**config.mk**
```make
export PLATFORM = sky130hd
export DESIGN_NAME = pscl_countdown_timer
export DESIGN_NICKNAME = d
export VERILOG_FILES = /design/src/rtl/cdt_pkg.sv /design/src/rtl/cdt_regs.sv /design/src/rtl/cdt_prescale.sv /design/src/rtl/cdt_counter.sv /design/src/rtl/pscl_countdown_timer.sv
export SDC_FILE = /design/constraint.sdc
export NUM_CORES = 1
export LEC_CHECK = 0
export BUFFER_PORTS_ARGS = -buffer_cell sky130_fd_sc_hd__buf_4
export CORE_AREA = 4 4 100 102
export CTS_CLUSTER_DIAMETER = 80
export DETAILED_ROUTE_END_ITERATION = 8
export DIE_AREA = 0 0 104 106
export PLACE_DENSITY = 0.81
export SLEW_MARGIN = 20
export SYNTH_ARGS = -nofsm -noshare
export SYNTH_HDL_FRONTEND = slang
export SYNTH_HIERARCHICAL = 1
export SYNTH_SLANG_ARGS = --single-unit
```
**constraint.sdc**
```tcl
create_clock -name clk -period 7.5 [get_ports clk]
set_input_delay 1.125 -clock clk [delete_from_list [all_inputs] [get_ports clk]]
set_output_delay 1.125 -clock clk [all_outputs]
set_load 0.01 [all_outputs]
```
**src/rtl/cdt_pkg.sv**
```systemverilog
`timescale 1ns/1ps
package cdt_pkg;
  typedef enum logic [1:0] {
    SEL_CTRL   = 2'd0,
    SEL_COUNT  = 2'd1,
    SEL_PERIOD = 2'd2,
    SEL_SCALE  = 2'd3
  } reg_sel_e;

  localparam int CB_POWER  = 0;
  localparam int CB_ENABLE = 1;
  localparam int CB_RELOAD = 2;
  localparam int CB_FLAG   = 3;
  localparam int CTRL_W    = 4;

  typedef struct packed {
    logic reload;
    logic enable;
    logic power;
  } ctrl_t;
endpackage

```
**src/rtl/cdt_regs.sv**
```systemverilog
`timescale 1ns/1ps
module cdt_regs
  import cdt_pkg::*;
#(
  parameter int DATA_W  = 32,
  parameter int CNT_W   = 32,
  parameter int SCALE_W = 8
) (
  input  logic               clk,
  input  logic               rst_n,
  input  logic               wr_en,
  input  logic [1:0]         wr_addr,
  input  logic [DATA_W-1:0]  wr_data,
  input  logic               expire,
  output ctrl_t              ctrl,
  output logic               flag,
  output logic [CNT_W-1:0]   period,
  output logic [SCALE_W-1:0] scale,
  output logic               cnt_load,
  output logic [CNT_W-1:0]   cnt_load_val
);
  reg_sel_e           sel;
  logic               wr_ctrl, wr_period, wr_scale;
  ctrl_t              ctrl_q, ctrl_d;
  logic               flag_q, flag_d;
  logic [CNT_W-1:0]   period_q, period_d;
  logic [SCALE_W-1:0] scale_q, scale_d;
  logic               unused_wr;

  assign unused_wr = ^wr_data;
  assign sel       = reg_sel_e'(wr_addr);
  assign wr_ctrl   = wr_en && (sel == SEL_CTRL);
  assign wr_period = wr_en && (sel == SEL_PERIOD);
  assign wr_scale  = wr_en && (sel == SEL_SCALE);

  always_comb begin
    ctrl_d   = ctrl_q;
    flag_d   = flag_q;
    period_d = period_q;
    scale_d  = scale_q;
    if (wr_ctrl) begin
      ctrl_d.power  = wr_data[CB_POWER];
      ctrl_d.enable = wr_data[CB_ENABLE];
      ctrl_d.reload = wr_data[CB_RELOAD];
      if (wr_data[CB_FLAG]) flag_d = 1'b0;
    end
    // a new expiry outranks a clearing write on the same edge
    if (expire)    flag_d   = 1'b1;
    if (wr_period) period_d = wr_data[CNT_W-1:0];
    if (wr_scale)  scale_d  = wr_data[SCALE_W-1:0];
  end

  always_ff @(posedge clk or negedge rst_n) begin
    if (!rst_n) begin
      ctrl_q   <= '0;
      flag_q   <= 1'b0;
      period_q <= '0;
      scale_q  <= '0;
    end else begin
      ctrl_q   <= ctrl_d;
      flag_q   <= flag_d;
      period_q <= period_d;
      scale_q  <= scale_d;
    end
  end

  assign ctrl         = ctrl_q;
  assign flag         = flag_q;
  assign period       = period_q;
  assign scale        = scale_q;
  assign cnt_load     = wr_en && (sel == SEL_COUNT);
  assign cnt_load_val = wr_data[CNT_W-1:0];
endmodule

```
**src/rtl/cdt_prescale.sv**
```systemverilog
`timescale 1ns/1ps
module cdt_prescale #(
  parameter int SCALE_W = 8
) (
  input  logic               clk,
  input  logic               rst_n,
  input  logic               run,
  input  logic [SCALE_W-1:0] scale,
  output logic               tick,
  output logic [SCALE_W-1:0] phase
);
  logic [SCALE_W-1:0] phase_q, phase_d;

  // >= keeps the divider sane if scale is lowered below the current phase
  assign tick = run && (phase_q >= scale);

  always_comb begin
    if (!run || tick) phase_d = '0;
    else              phase_d = phase_q + SCALE_W'(1);
  end

  always_ff @(posedge clk or negedge rst_n) begin
    if (!rst_n) phase_q <= '0;
    else        phase_q <= phase_d;
  end

  assign phase = phase_q;
endmodule

```
**src/rtl/cdt_counter.sv**
```systemverilog
`timescale 1ns/1ps
module cdt_counter #(
  parameter int CNT_W = 32
) (
  input  logic             clk,
  input  logic             rst_n,
  input  logic             tick,
  input  logic             load,
  input  logic [CNT_W-1:0] load_val,
  input  logic             reload_en,
  input  logic [CNT_W-1:0] period,
  output logic [CNT_W-1:0] count,
  output logic             expire
);
  logic [CNT_W-1:0] count_q, count_d;
  logic             at_one, at_zero;

  assign at_one  = (count_q == CNT_W'(1));
  assign at_zero = (count_q == '0);
  assign expire  = tick && at_one && !load;

  always_comb begin
    count_d = count_q;
    if (load) begin
      count_d = load_val;
    end else if (tick && !at_zero) begin
      if (at_one) count_d = reload_en ? period : '0;
      else        count_d = count_q - CNT_W'(1);
    end
  end

  always_ff @(posedge clk or negedge rst_n) begin
    if (!rst_n) count_q <= '0;
    else        count_q <= count_d;
  end

  assign count = count_q;
endmodule

```
**src/rtl/pscl_countdown_timer.sv**
```systemverilog
`timescale 1ns/1ps
module pscl_countdown_timer
  import cdt_pkg::*;
#(
  parameter int DATA_W  = 32,
  parameter int CNT_W   = 32,
  parameter int SCALE_W = 8
) (
  input  logic              clk,
  input  logic              rst_n,
  input  logic              wr_en,
  input  logic [1:0]        wr_addr,
  input  logic [DATA_W-1:0] wr_data,
  input  logic [1:0]        rd_addr,
  output logic [DATA_W-1:0] rd_data,
  output logic              irq
);
  ctrl_t              ctrl;
  logic               flag;
  logic [CNT_W-1:0]   period_q;
  logic [SCALE_W-1:0] scale_q;
  logic               cnt_load;
  logic [CNT_W-1:0]   cnt_load_val;
  logic               run;
  logic               tick;
  logic [SCALE_W-1:0] phase;
  logic [CNT_W-1:0]   count_q;
  logic               expire;

  cdt_regs #(.DATA_W(DATA_W), .CNT_W(CNT_W), .SCALE_W(SCALE_W)) u_regs (
    .clk(clk), .rst_n(rst_n), .wr_en(wr_en), .wr_addr(wr_addr),
    .wr_data(wr_data), .expire(expire), .ctrl(ctrl), .flag(flag),
    .period(period_q), .scale(scale_q), .cnt_load(cnt_load),
    .cnt_load_val(cnt_load_val)
  );

  assign run = ctrl.power && ctrl.enable;

  cdt_prescale #(.SCALE_W(SCALE_W)) u_pre (
    .clk(clk), .rst_n(rst_n), .run(run), .scale(scale_q),
    .tick(tick), .phase(phase)
  );

  cdt_counter #(.CNT_W(CNT_W)) u_cnt (
    .clk(clk), .rst_n(rst_n), .tick(tick), .load(cnt_load),
    .load_val(cnt_load_val), .reload_en(ctrl.reload), .period(period_q),
    .count(count_q), .expire(expire)
  );

  always_comb begin
    rd_data = '0;
    case (reg_sel_e'(rd_addr))
      SEL_CTRL:   rd_data = DATA_W'({flag, ctrl.reload, ctrl.enable, ctrl.power});
      SEL_COUNT:  rd_data = DATA_W'(count_q);
      SEL_PERIOD: rd_data = DATA_W'(period_q);
      SEL_SCALE:  rd_data = DATA_W'(scale_q);
      default:    rd_data = '0;
    endcase
  end

  assign irq = flag;
endmodule

```
# ---- Word level (Yosys, flattened, before mapping)
# Cells that the tools add are included.
dict set report op_classes {
  addsub 2
  mul 0
  n_div 0
  order_cmp 1
  eq_ne 7
  shift 0
  muxes 9
  bitwise 0
  reduce_logical 20
}
# cell count
set ops {}
lappend ops {{two-way mux 32 bit} 4}
lappend ops {{case mux 32 bit (4 select lines)} 1}
lappend ops {{equality test 32 x 1 -> 1 bit, second input constant} 1}
lappend ops {{zero test 32 bit} 1}
lappend ops {{subtractor 32 x 1 -> 32 bit, second input constant} 1}
lappend ops {{logical AND 1 bit} 9}
lappend ops {{adder 8 x 1 -> 8 bit, second input constant} 1}
lappend ops {{equality test 2 bit, second input constant} 4}
lappend ops {{>= comparator 8 bit} 1}
lappend ops {{two-way mux 8 bit} 1}
lappend ops {{nonzero test 2 bit} 3}
lappend ops {{equality test 2 x 1 -> 1 bit, second input constant} 2}
lappend ops {{zero test 2 bit} 2}
lappend ops {{zero test 1 bit} 3}
lappend ops {{two-way mux 1 bit} 3}
lappend ops {{AND reduction 2 bit} 1}
lappend ops {{logical OR 1 bit} 1}
dict set report word_totals {
  reg_bits 84
  latch_bits 0
  mem_bits_rw 0
  rom_bits 0
  inputBits 39
  out_inout_bits 33
  elab_cells 47
  n_memories 0
}

# ---- Depth between registers and ports, before layout
# Gate-level depths: netlist (run 1).
dict set report depth {
  ltp_word 6
  depth_mapped 12
  mapped_depth_nobuf 11
}

# ---- Modules after synthesis
# Netlist (run 1), hierarchy kept.
# module instances cells_per_inst area_per_inst_um2 seq_area_each_um2
set by_module_without_submodules {}
lappend by_module_without_submodules {cdt_counter 1 314 2580.0 800.8}
lappend by_module_without_submodules {cdt_regs 1 129 1913.1 1101.1}
lappend by_module_without_submodules {cdt_prescale 1 59 578.1 200.2}
lappend by_module_without_submodules {pscl_countdown_timer 1 47 496.7 0.0}

# ---- Worst setup path after synthesis (run 1)
# OpenSTA, ideal clock, no wires.
dict set report synth_path {
  path_kind {input to output}
  from {in rd_addr[1]}
  to {out rd_data[10]}
  arrival_ns 1.872
  required_time_ns 6.375
  path_slack_ns 4.503
  stages 5
  path_buffers 3
  cell_sequence {buf_6 > nor2b_4 > buf_6 > buf_6 > a22o_1}
}
dict set report synth_via {
  elab_chain_len 2
  word_cells_on_any_way 5
  cone_classes {eq/ne: 3; mux: 1; reduce/logical: 1}
}
# element line_no
set synth_rtl {}
lappend synth_rtl {{start: declaration} pscl_countdown_timer.sv:14} ;# input logic [1:0] rd_addr,
lappend synth_rtl {{equality test 2 bit (tied with other cells)} pscl_countdown_timer.sv:52} ;# case (reg_sel_e'(rd_addr))
lappend synth_rtl {{case mux 32 bit (4 select lines) *} pscl_countdown_timer.sv:52}
lappend synth_rtl {{end: declaration} pscl_countdown_timer.sv:15} ;# output logic [DATA_W-1:0] rd_data,
# Every way passes the cells marked *; elsewhere a longest branch is shown, timed or not.

# ---- Worst setup path in the final report (run 1)
dict set report layout_path {
  from {in rd_addr[1]}
  to {out rd_data[4]}
}
# Same word-level chain as after synthesis.

==> metrics.csv, run 1 <==
metric,value,unit
Port Buffers,71,
synth unique cells,69,
pin count of the biggest net entering global routing,85,
final cycle utilization of the critical path,46.70,%
core area,9109,µm²
P&R area growth vs syn,7.955,%
Fin Setup TNS,0,ns
global route hottest layer,met2,
Critical path origin,rd_addr[1],
status,"finished, final reports clean",
Initial DRT Pass Iterations,5,
Congestion Overflow GR,0,
first-pass GRT wire length,23480,µm
Reg-to-Reg Start,u_cnt/count[0],
slew at the pin closest to its max-slew limit,0.7761,ns
Mean Syn Cell Area,10.14,µm²
FF-to-FF setup slack,4.21,ns
Root Driver,clkbuf_8,
Inserted Diodes,0,
Die Wd,104,µm
Post-Syn Instances,549,
Setup Viol. Count Final,0,
Max Cap Viol,0,
largest cells by area after synthesis,"dfrtp_1 (38%), mux2_1 (6.1%), buf_4 (5.0%)",
asr flop ratio synth,100.0,%
fin util,65.99,%
Startpoint Class,input port,
Crit Path Class,input port to output pin,
num rows,35,
post-layout min period,3.503,ns
# clock sinks,84,
met3 usage in global routing,5.829,%
drt first-iter violations,384,
#FFs+latches synth,84,
CP endpoint,rd_data[4],
drt drc,0,
Flop pwr share,47.6,%
drt via density,6.728,
Main synth FF type,dfrtp_1,
Int Power,0.0008709,W
Resized cells post-CTS,0,
Synth Cell Area,5568,µm²
Fin. Hold Viols,0,
I/O pins,72,
Total GRT Usage,26.32,%
nets@finish,619,
worst hold path type,flop to flop,
RSZ-0062 raised after global routing,no,
CTS tree,built,
peak supply drop,141.0,µV
syn nets,599,
Register-to-Register Path Depth,8,
CTS HTree Levels,3,
Max Root-Sink Buffers,2,
relative slew slack,48.26,%
Gate power share,28.5,%
net switching power,0.0004469,W
number of global-route vias before repair,4584,
register area share after synthesis,37.75,%
CP Max Fanout,28,
critical path data required time,6.38,ns
Inserted Clock Buffers,9,
DR vias,4609,
Synth area leader,dfrtp_1,
Setup Skew,0.007838,ns
"antenna viol nets, final",0,
Clock Pin Slew Worst Setup and Hold Paths,0.08,ns
area of the die,11020,µm²
Vert. Die Dim,106,µm
Pins Over Slew Limit,0,
Leakage,2.512,nW
power per cell area,219.2,nW/µm²
Critical Path AT,2.38,ns
routed length per instance,20.82,µm
Post-synth EDFFs,0,
Total Wirelength,14260,µm
Starting Density,61.13,%
Post-CTS Setup Bufs,0,
area share of the largest cell type after synthesis,37.75,%
initial antenna violation count,0,
Net Sw Frac,33.91,%
critical register-to-register path endpoint,u_cnt/count[26],
power share of the clock group,23.9,%
CP endpoint kind,output pin,
Yosys warnings,6,
GR Layer Usage met2,43.27,%
cts hold-fix bufs,0,
DPL Wire Length,9823,µm
share of cells above drive strength 1,22.30,%
Max Fclk,0.2855,GHz
met1 Resource Use GR,34.14,%
"Clk Latency, worst-skew pair",0.36,ns
Final Wtd Congestion,0.9307,
[how the worst min path moves through the flow]
stage,to,start,cells past startpoint
detailed placement,u_pre/phase[0],u_pre/phase[0],1
global route,u_regs/period[29],u_regs/period[29],1
global placement,u_pre/phase[0],u_pre/phase[0],1
floorplan,u_pre/phase[0],u_pre/phase[0],1
CTS,u_pre/phase[0],u_pre/phase[0],1
finish,u_regs/period[19],u_regs/period[19],1
[routing by layer]
layer | routed length [µm] | share of wire (%) | vias to the layer above
met5 | 0 | 0 | -
met4 | 268 | 1.9 | 0
met3 | 1191 | 8.4 | 30
met2 | 6853 | 48 | 237
met1 | 5945 | 42 | 2274
li1 | - | - | 2068
[critical path: stages]
cell	delay, ns
buf_4	0.17
nor2b_4	0.65
a22o_1	0.29
buf_4	0.13
[flip-flops by register name, summed over array words and instances, names as in the netlist]
| signal | count |
|---|---|
| u_regs/period | 32 |
| u_pre/phase | 8 |
| u_cnt/count | 32 |
| u_regs/flag | 1 |
| u_regs/ctrl | 3 |
| u_regs/scale | 8 |
[power groups by stage]
stage	sequential [W]	combinational, W	clock (W)
finish	0.000627	0.000376	0.000315
floorplan	0.000600	0.000278	0
CTS	0.000625	0.000374	0.000322
global placement	0.000628	0.000359	0
detailed placement	0.000634	0.000370	0
global route	0.000641	0.000412	0.000345
[final cells by class]
| cell class | instances | area, µm² |
|---|---|---|
| inverter | 15 | 56.30 |
| clock buffer | 12 | 135.1 |
| tap | 111 | 138.9 |
| timing repair buffer | 76 | 574.3 |
| clock inverter | 4 | 50.05 |
| multi-input combinational | 383 | 2954 |
| sequential | 84 | 2102 |
| fill | 720 | 3098 |
[stage by stage]
stage | setup WS (ns) | cell area, µm² | std cells | power, W | hold WS (ns)
6_report | 3.997 | 6011 | 685 | 0.001318 | 0.5279
5_1_grt | 3.941 | 6011 | 685 | 0.001398 | 0.5606
4_1_cts | 4.016 | 6007 | 685 | 0.001320 | 0.5157
3_5_place_dp | 4.015 | 5822 | 669 | 0.001004 | 0.5041
3_3_place_gp | 4.049 | 5822 | 669 | 0.0009871 | 0.4968
2_1_floorplan | 4.503 | 5568 | 549 | 0.0008787 | 0.4641
[logic make-up (layout without fill, tap and decap cells)]
group                      Yosys count  after routing  share of synthesized area [%]
xor gates and xnor gates            27             27                          4.247
DFF                                 84             84                          37.75
adders and majority gates           11             11                          2.472
and+or+nand+nor                    154            154                          16.00
muxes                               56             56                          12.02
AOI/OAI and AO/OA                  135            135                          18.16
buffers and inverters               82            107                          9.348
[synth_stat cells (4+ instances only)]
cell,n
dfrtp_1,84
buf_4,37
nor2_1,32
a22o_1,31
mux2_1,30
nand2_1,20
a21oi_1,19
nor3_1,19
o21ai_0,18
a31oi_1,17
mux2_2,17
clkbuf_1,15
inv_1,15
xnor2_1,15
nand3_1,13
xor2_1,12
ha_1,11
or3_1,11
buf_6,9
nor4_1,9
a22oi_1,7
and3_1,7
nand4_1,7
or4_1,7
a221oi_1,5
mux2i_1,5
nor3b_1,5
a21o_1,4
buf_2,4
mux4_2,4
nor4_2,4
o22ai_1,4
[cell usage in the layout, fill, tap and decap left out, drive strengths merged, types with 13 or more instances in the layout]
cell type  count
a22o          31
nor2          33
a21oi         20
o21ai         20
nand3         14
buf           76
mux2          47
xnor2         15
nor4          13
nand2         20
inv           15
nor3          19
a31oi         17
dfrtp         84
No activity file was read; power rests on OpenSTA's default activity.
==> run 2: changes to the inputs <==
--- a/config.mk
+++ b/config.mk
@@ -6,11 +6,11 @@
 export NUM_CORES = 1
 export LEC_CHECK = 0
 export BUFFER_PORTS_ARGS = -buffer_cell sky130_fd_sc_hd__buf_4
-export CORE_AREA = 4 4 100 102
+export CORE_AREA = 4 4 103 105
 export CTS_CLUSTER_DIAMETER = 80
 export DETAILED_ROUTE_END_ITERATION = 8
-export DIE_AREA = 0 0 104 106
-export PLACE_DENSITY = 0.81
+export DIE_AREA = 0 0 107 109
+export PLACE_DENSITY = 0.76
 export SLEW_MARGIN = 20
 export SYNTH_ARGS = -nofsm -noshare
 export SYNTH_HDL_FRONTEND = slang
==> constraint.sdc (replaced) <==
create_clock -name clk -period 3.6 [get_ports clk]
set_input_delay 0.54 -clock clk [delete_from_list [all_inputs] [get_ports clk]]
set_output_delay 0.54 -clock clk [all_outputs]
set_load 0.01 [all_outputs]
==> run 2 against run 1 <==
Sequential share of layout area decreased by 0.32 points. Sequential power increased by 110%. Global-route usage decreased by 0.41 points. Register-to-register slack got worse by 3.8 ns. Die area increased by 5.8%. Critical path type is now flop to flop. Critical endpoint is now u_cnt/count[20]. Largest cell class unchanged.
==> metrics.csv, run 2 (synthesis results as in run 1) <==
metric,value,unit
Inserted Diodes,0,
I/O pins,72,
CTS tree,built,
critical path's most frequent cell,or3_1,
"most common cell after layout, fill and taps aside",dfrtp_1,
Max Fclk,0.3152,GHz
Setup Viol. Count Final,0,
number of global-route vias before repair,4697,
Fin Setup TNS,0,ns
Critical Path AT,3.43,ns
final cycle utilization of the critical path,88.14,%
Total GRT Usage,25.92,%
RSZ-0062 raised after global routing,no,
post-place setup slack,0.4823,ns
register area,2102,µm²
power per cell area,446.5,nW/µm²
CP Max Fanout,23,
Crit-path slowest cell,o21ai_4,
GR Layer Usage met2,42.72,%
Multi-input gate area,2954,µm²
Final Worst Setup Slack,0.4269,ns
Max Root-Sink Buffers,2,
worst hold path type,input port to asynchronous set/reset pin,
post-layout min period,3.173,ns
sequence of cells on the critical path,or4_4 > or3_1 > or3_1 > o21ai_4 > a221oi_1 > a221o_1,
Startpoint Class,flop,
Filler cells,836,
Root Driver,clkbuf_8,
Congestion Overflow GR,0,
"Buf+Inv Stages, Crit Path",0,
Starting Density,57.76,%
Crit Path Class,flop to flop,
Resized cells post-CTS,0,
Pins Over Slew Limit,0,
Leakage,2.547,nW
Vert. Die Dim,109,µm
Max Cap Viol,0,
met1 Resource Use GR,34.74,%
# clock sinks,84,
Clock Pin Slew Worst Setup and Hold Paths,0.09,ns
cts hold-fix bufs,0,
share of cells above drive strength 1,23.14,%
initial antenna violation count,0,
Post-CTS Setup Bufs,0,
first-pass GRT wire length,23880,µm
P&R area growth vs syn,8.966,%
Setup Skew,0.01268,ns
critical path data required time,3.85,ns
DR vias,4567,
Inserted Clock Buffers,9,
Port Buffers,71,
num rows,36,
area of the die,11660,µm²
status,"finished, final reports clean",
DPL Wire Length,9755,µm
Die Wd,107,µm
global route hottest layer,met2,
Final Wtd Congestion,0.9481,
drt via density,6.414,
met3 usage in global routing,3.730,%
core area,9639,µm²
Initial DRT Pass Iterations,6,
relative slew slack,44.47,%
drt drc,0,
"antenna viol nets, final",0,
slew at the pin closest to its max-slew limit,0.8311,ns
peak supply drop,221.1,µV
nets@finish,625,
drt first-iter violations,326,
pin count of the biggest net entering global routing,85,
"slowest stage delay, CP",0.63,ns
CP endpoint kind,flop,
CTS HTree Levels,3,
critical path's top delay family,simple AND/OR/NAND/NOR gates,
most frequent cells in the layout,"dfrtp_1 (84), buf_4 (81), nor2_1 (32), a22o_1 (31), mux2_1 (30)",
routed length per instance,20.22,µm
Total Wirelength,14400,µm
Fin. Hold Viols,0,
"Clk Latency, worst-skew pair",0.37,ns
-- run 2: final timing paths --
kind                                 start                 to  slack, ns  depth (start not counted)
min reg2reg                 u_pre/phase[0]     u_pre/phase[0]       0.52                          1
max                        u_cnt/count[24]    u_cnt/count[20]       0.43                          6
max reg2reg                u_cnt/count[24]    u_cnt/count[20]       0.43                          6
max in group asynchronous            rst_n  u_regs/period[24]       2.86                          1
min in group clk                wr_data[3]        u_regs/flag       0.39                          2
min                                  rst_n   u_regs/period[9]       0.24                          1
-- run 2: layer usage --
layer	up-vias	share of wire [%]
li1	2085	-
met1	2267	43
met2	184	48
met3	31	6.4
met4	0	2.5
met5	-	0
-- run 2: stage by stage --
stage	hold WS [ns]	instance area (µm²)	cells	utilization, %	total power [W]
2_1_floorplan	0.2444	5568	549	-	0.001831
3_5_place_dp	0.4984	5894	697	61.15	0.002099
3_3_place_gp	0.4910	5894	697	61.15	0.002067
6_report	0.2394	6067	712	62.94	0.002709
4_1_cts	0.3776	6063	712	62.90	0.002716
5_1_grt	0.2886	6067	712	62.94	0.002871
-- run 2: worst register-to-register path: stages (launching register included) --
cell and delay [ns]:
dfrtp_1 0.43, or4_4 0.56, or3_1 0.53, or3_1 0.49, o21ai_4 0.63, a221oi_1 0.12
a221o_1 0.30
-- run 2: area by class of cell --
class                   instances  share of cell area, %
clock inverters                 2                 0.1650
repair buffers                 82                  10.21
well taps                     133                  2.743
clock buffers                  13                  2.619
inverters                      15                 0.9280
flip-flops and latches         84                  34.65
multi-input cells             383                  48.69
-- run 2: report_power, final --
| part | internal (W) | leakage, nW | switching, W |
|---|---|---|---|
| registers | 0.00110 | 1.02 | 0.000203 |
| logic | 0.000396 | 1.44 | 0.000392 |
| clock network | 0.000283 | 0.0893 | 0.000331 |
| total | 0.00178 | 2.55 | 0.000926 |
==> run 3: changes to the inputs <==
--- a/config.mk
+++ b/config.mk
@@ -6,11 +6,13 @@
 export NUM_CORES = 1
 export LEC_CHECK = 0
 export BUFFER_PORTS_ARGS = -buffer_cell sky130_fd_sc_hd__buf_4
-export CORE_AREA = 4 4 103 105
+export CELL_PAD_IN_SITES_DETAIL_PLACEMENT = 1
+export CELL_PAD_IN_SITES_GLOBAL_PLACEMENT = 2
+export CORE_AREA = 4 4 127 129
 export CTS_CLUSTER_DIAMETER = 80
 export DETAILED_ROUTE_END_ITERATION = 8
-export DIE_AREA = 0 0 107 109
-export PLACE_DENSITY = 0.76
+export DIE_AREA = 0 0 131 133
+export PLACE_DENSITY = 0.77
 export SLEW_MARGIN = 20
 export SYNTH_ARGS = -nofsm -noshare
 export SYNTH_HDL_FRONTEND = slang
==> run 3 against run 2 <==
Sequential power about the same. Die area increased by 49%. Core utilization decreased by 21 points. Routed wire length increased by 16%. Flip-flop and latch count unchanged. Clock power increased by 62%. Count of clock-buffer cells in the layout decreased by 3. Design area increased by 4.3%. Global-route usage decreased by 6.3 points. Worst setup slack improved by 0.012 ns. Hold slack got worse by 0.018 ns. Critical endpoint unchanged. Largest cell class unchanged. Largest power group unchanged.
==> metrics.csv, run 3 (synthesis results as in run 1) <==
metric,value,unit
status,"finished, final reports clean",
worst hold path type,input port to asynchronous set/reset pin,
Final Wtd Congestion,0.8213,
num rows,45,
most frequent cells in the layout,"buf_4 (88), dfrtp_1 (84), nor2_1 (32), a22o_1 (31), mux2_1 (30)",
Placed Area,6016,µm²
slew at the pin closest to its max-slew limit,0.8563,ns
Die Wd,131,µm
post-layout min period,3.162,ns
Setup Skew,0.005539,ns
"most common cell after layout, fill and taps aside",buf_4,
I/O pins,72,
first-pass GRT wire length,26700,µm
RSZ-0062 raised after global routing,no,
area of the die,17420,µm²
Inserted Diodes,0,
Fin Setup TNS,0,ns
pin count of the biggest net entering global routing,76,
final cycle utilization of the critical path,87.82,%
Resized cells post-CTS,0,
Congestion Overflow GR,0,
P&R area growth vs syn,13.62,%
Pins Over Slew Limit,0,
Setup Viol. Count Final,0,
DR vias,4489,
"antenna viol nets, final",0,
Root Driver,clkbuf_16,
share of cells above drive strength 1,24.23,%
critical path data required time,3.83,ns
Max Fclk,0.3163,GHz
initial antenna violation count,0,
Vert. Die Dim,133,µm
CP endpoint kind,flop,
nets@finish,632,
Starting Density,37.04,%
Fin. Hold Viols,0,
Clock Pin Slew Worst Setup and Hold Paths,0.06,ns
Crit Path Class,flop to flop,
core area,15030,µm²
Max Root-Sink Buffers,2,
CTS HTree Levels,3,
cts hold-fix bufs,0,
fin util,42.08,%
Total Wirelength,16710,µm
# clock sinks,84,
CP Max Fanout,19,
Startpoint Class,flop,
Post-CTS Setup Bufs,0,
drt via density,5.800,
power per cell area,493.4,nW/µm²
number of global-route vias before repair,4795,
Initial DRT Pass Iterations,4,
Critical Path AT,3.39,ns
Leakage,2.638,nW
Register-to-Register Path Depth,6,
Inserted Clock Buffers,9,
post-placement cell count,759,
peak supply drop,217.5,µV
drt first-iter violations,300,
CTS tree,built,
routed length per instance,21.58,µm
relative slew slack,42.79,%
Port Buffers,71,
fin cells,774,
drt drc,0,
Total GRT Usage,19.66,%
DPL Wire Length,11890,µm
Max Cap Viol,0,
final instance area,6326,µm²
"Clk Latency, worst-skew pair",0.35,ns
==> run 3: metal layers <==
metal  vias to the layer above  track usage, %  part of all wire (%)
met5                         -               0                     0
met2                       110           29.97                    46
met1                      2255           28.46                    47
li1                       2103               -                     -
met4                         0           5.543                   1.6
met3                        21           3.553                   5.0
==> run 3: final cells by class <==
class,instances,area (µm²)
inverter,15,56.30
multi-input combinational,383,2954
clock buffer,10,229.0
sequential,84,2102
timing repair buffer,89,671.9
tap,188,235.2
clock inverter,5,77.57
fill,1684,8707
==> run 3: critical path, stage by stage (launching register included) <==
cell and delay, ns:
dfrtp_1 0.44, or4_4 0.56, or3_1 0.56, or3_1 0.51
o21ai_4 0.56, a221oi_1 0.11, a221o_1 0.29
==> run 3: path summary, 6_finish.rpt <==
kind	startpoint	to	slack, ns
setup reg to reg	u_cnt/count[24]	u_cnt/count[20]	0.44
hold / removal	rst_n	u_regs/period[7]	0.22
min in group clk	wr_data[15]	u_cnt/count[15]	0.41
max in group asynchronous	rst_n	u_regs/ctrl[1]	2.72
setup / recovery	u_cnt/count[24]	u_cnt/count[20]	0.44
hold reg to reg	u_pre/phase[0]	u_pre/phase[0]	0.51
==> run 3: power breakdown <==
group          total, W  internal (W)  switching, W
clock          0.000992      0.000602      0.000390
sequential      0.00132       0.00110      0.000220
combinational  0.000805      0.000407      0.000399
total           0.00312       0.00211       0.00101
==> run 3: metrics by stage <==
step           hold WS (ns)  setup slack (ns)  total power, W
6_report             0.2215            0.4384        0.003122
5_1_grt              0.2864            0.2836        0.003296
4_1_cts              0.4032            0.4228        0.003150
3_5_place_dp         0.5020            0.4359        0.002148
3_3_place_gp         0.4953            0.4949        0.002120
2_1_floorplan        0.2444            0.9170        0.001831
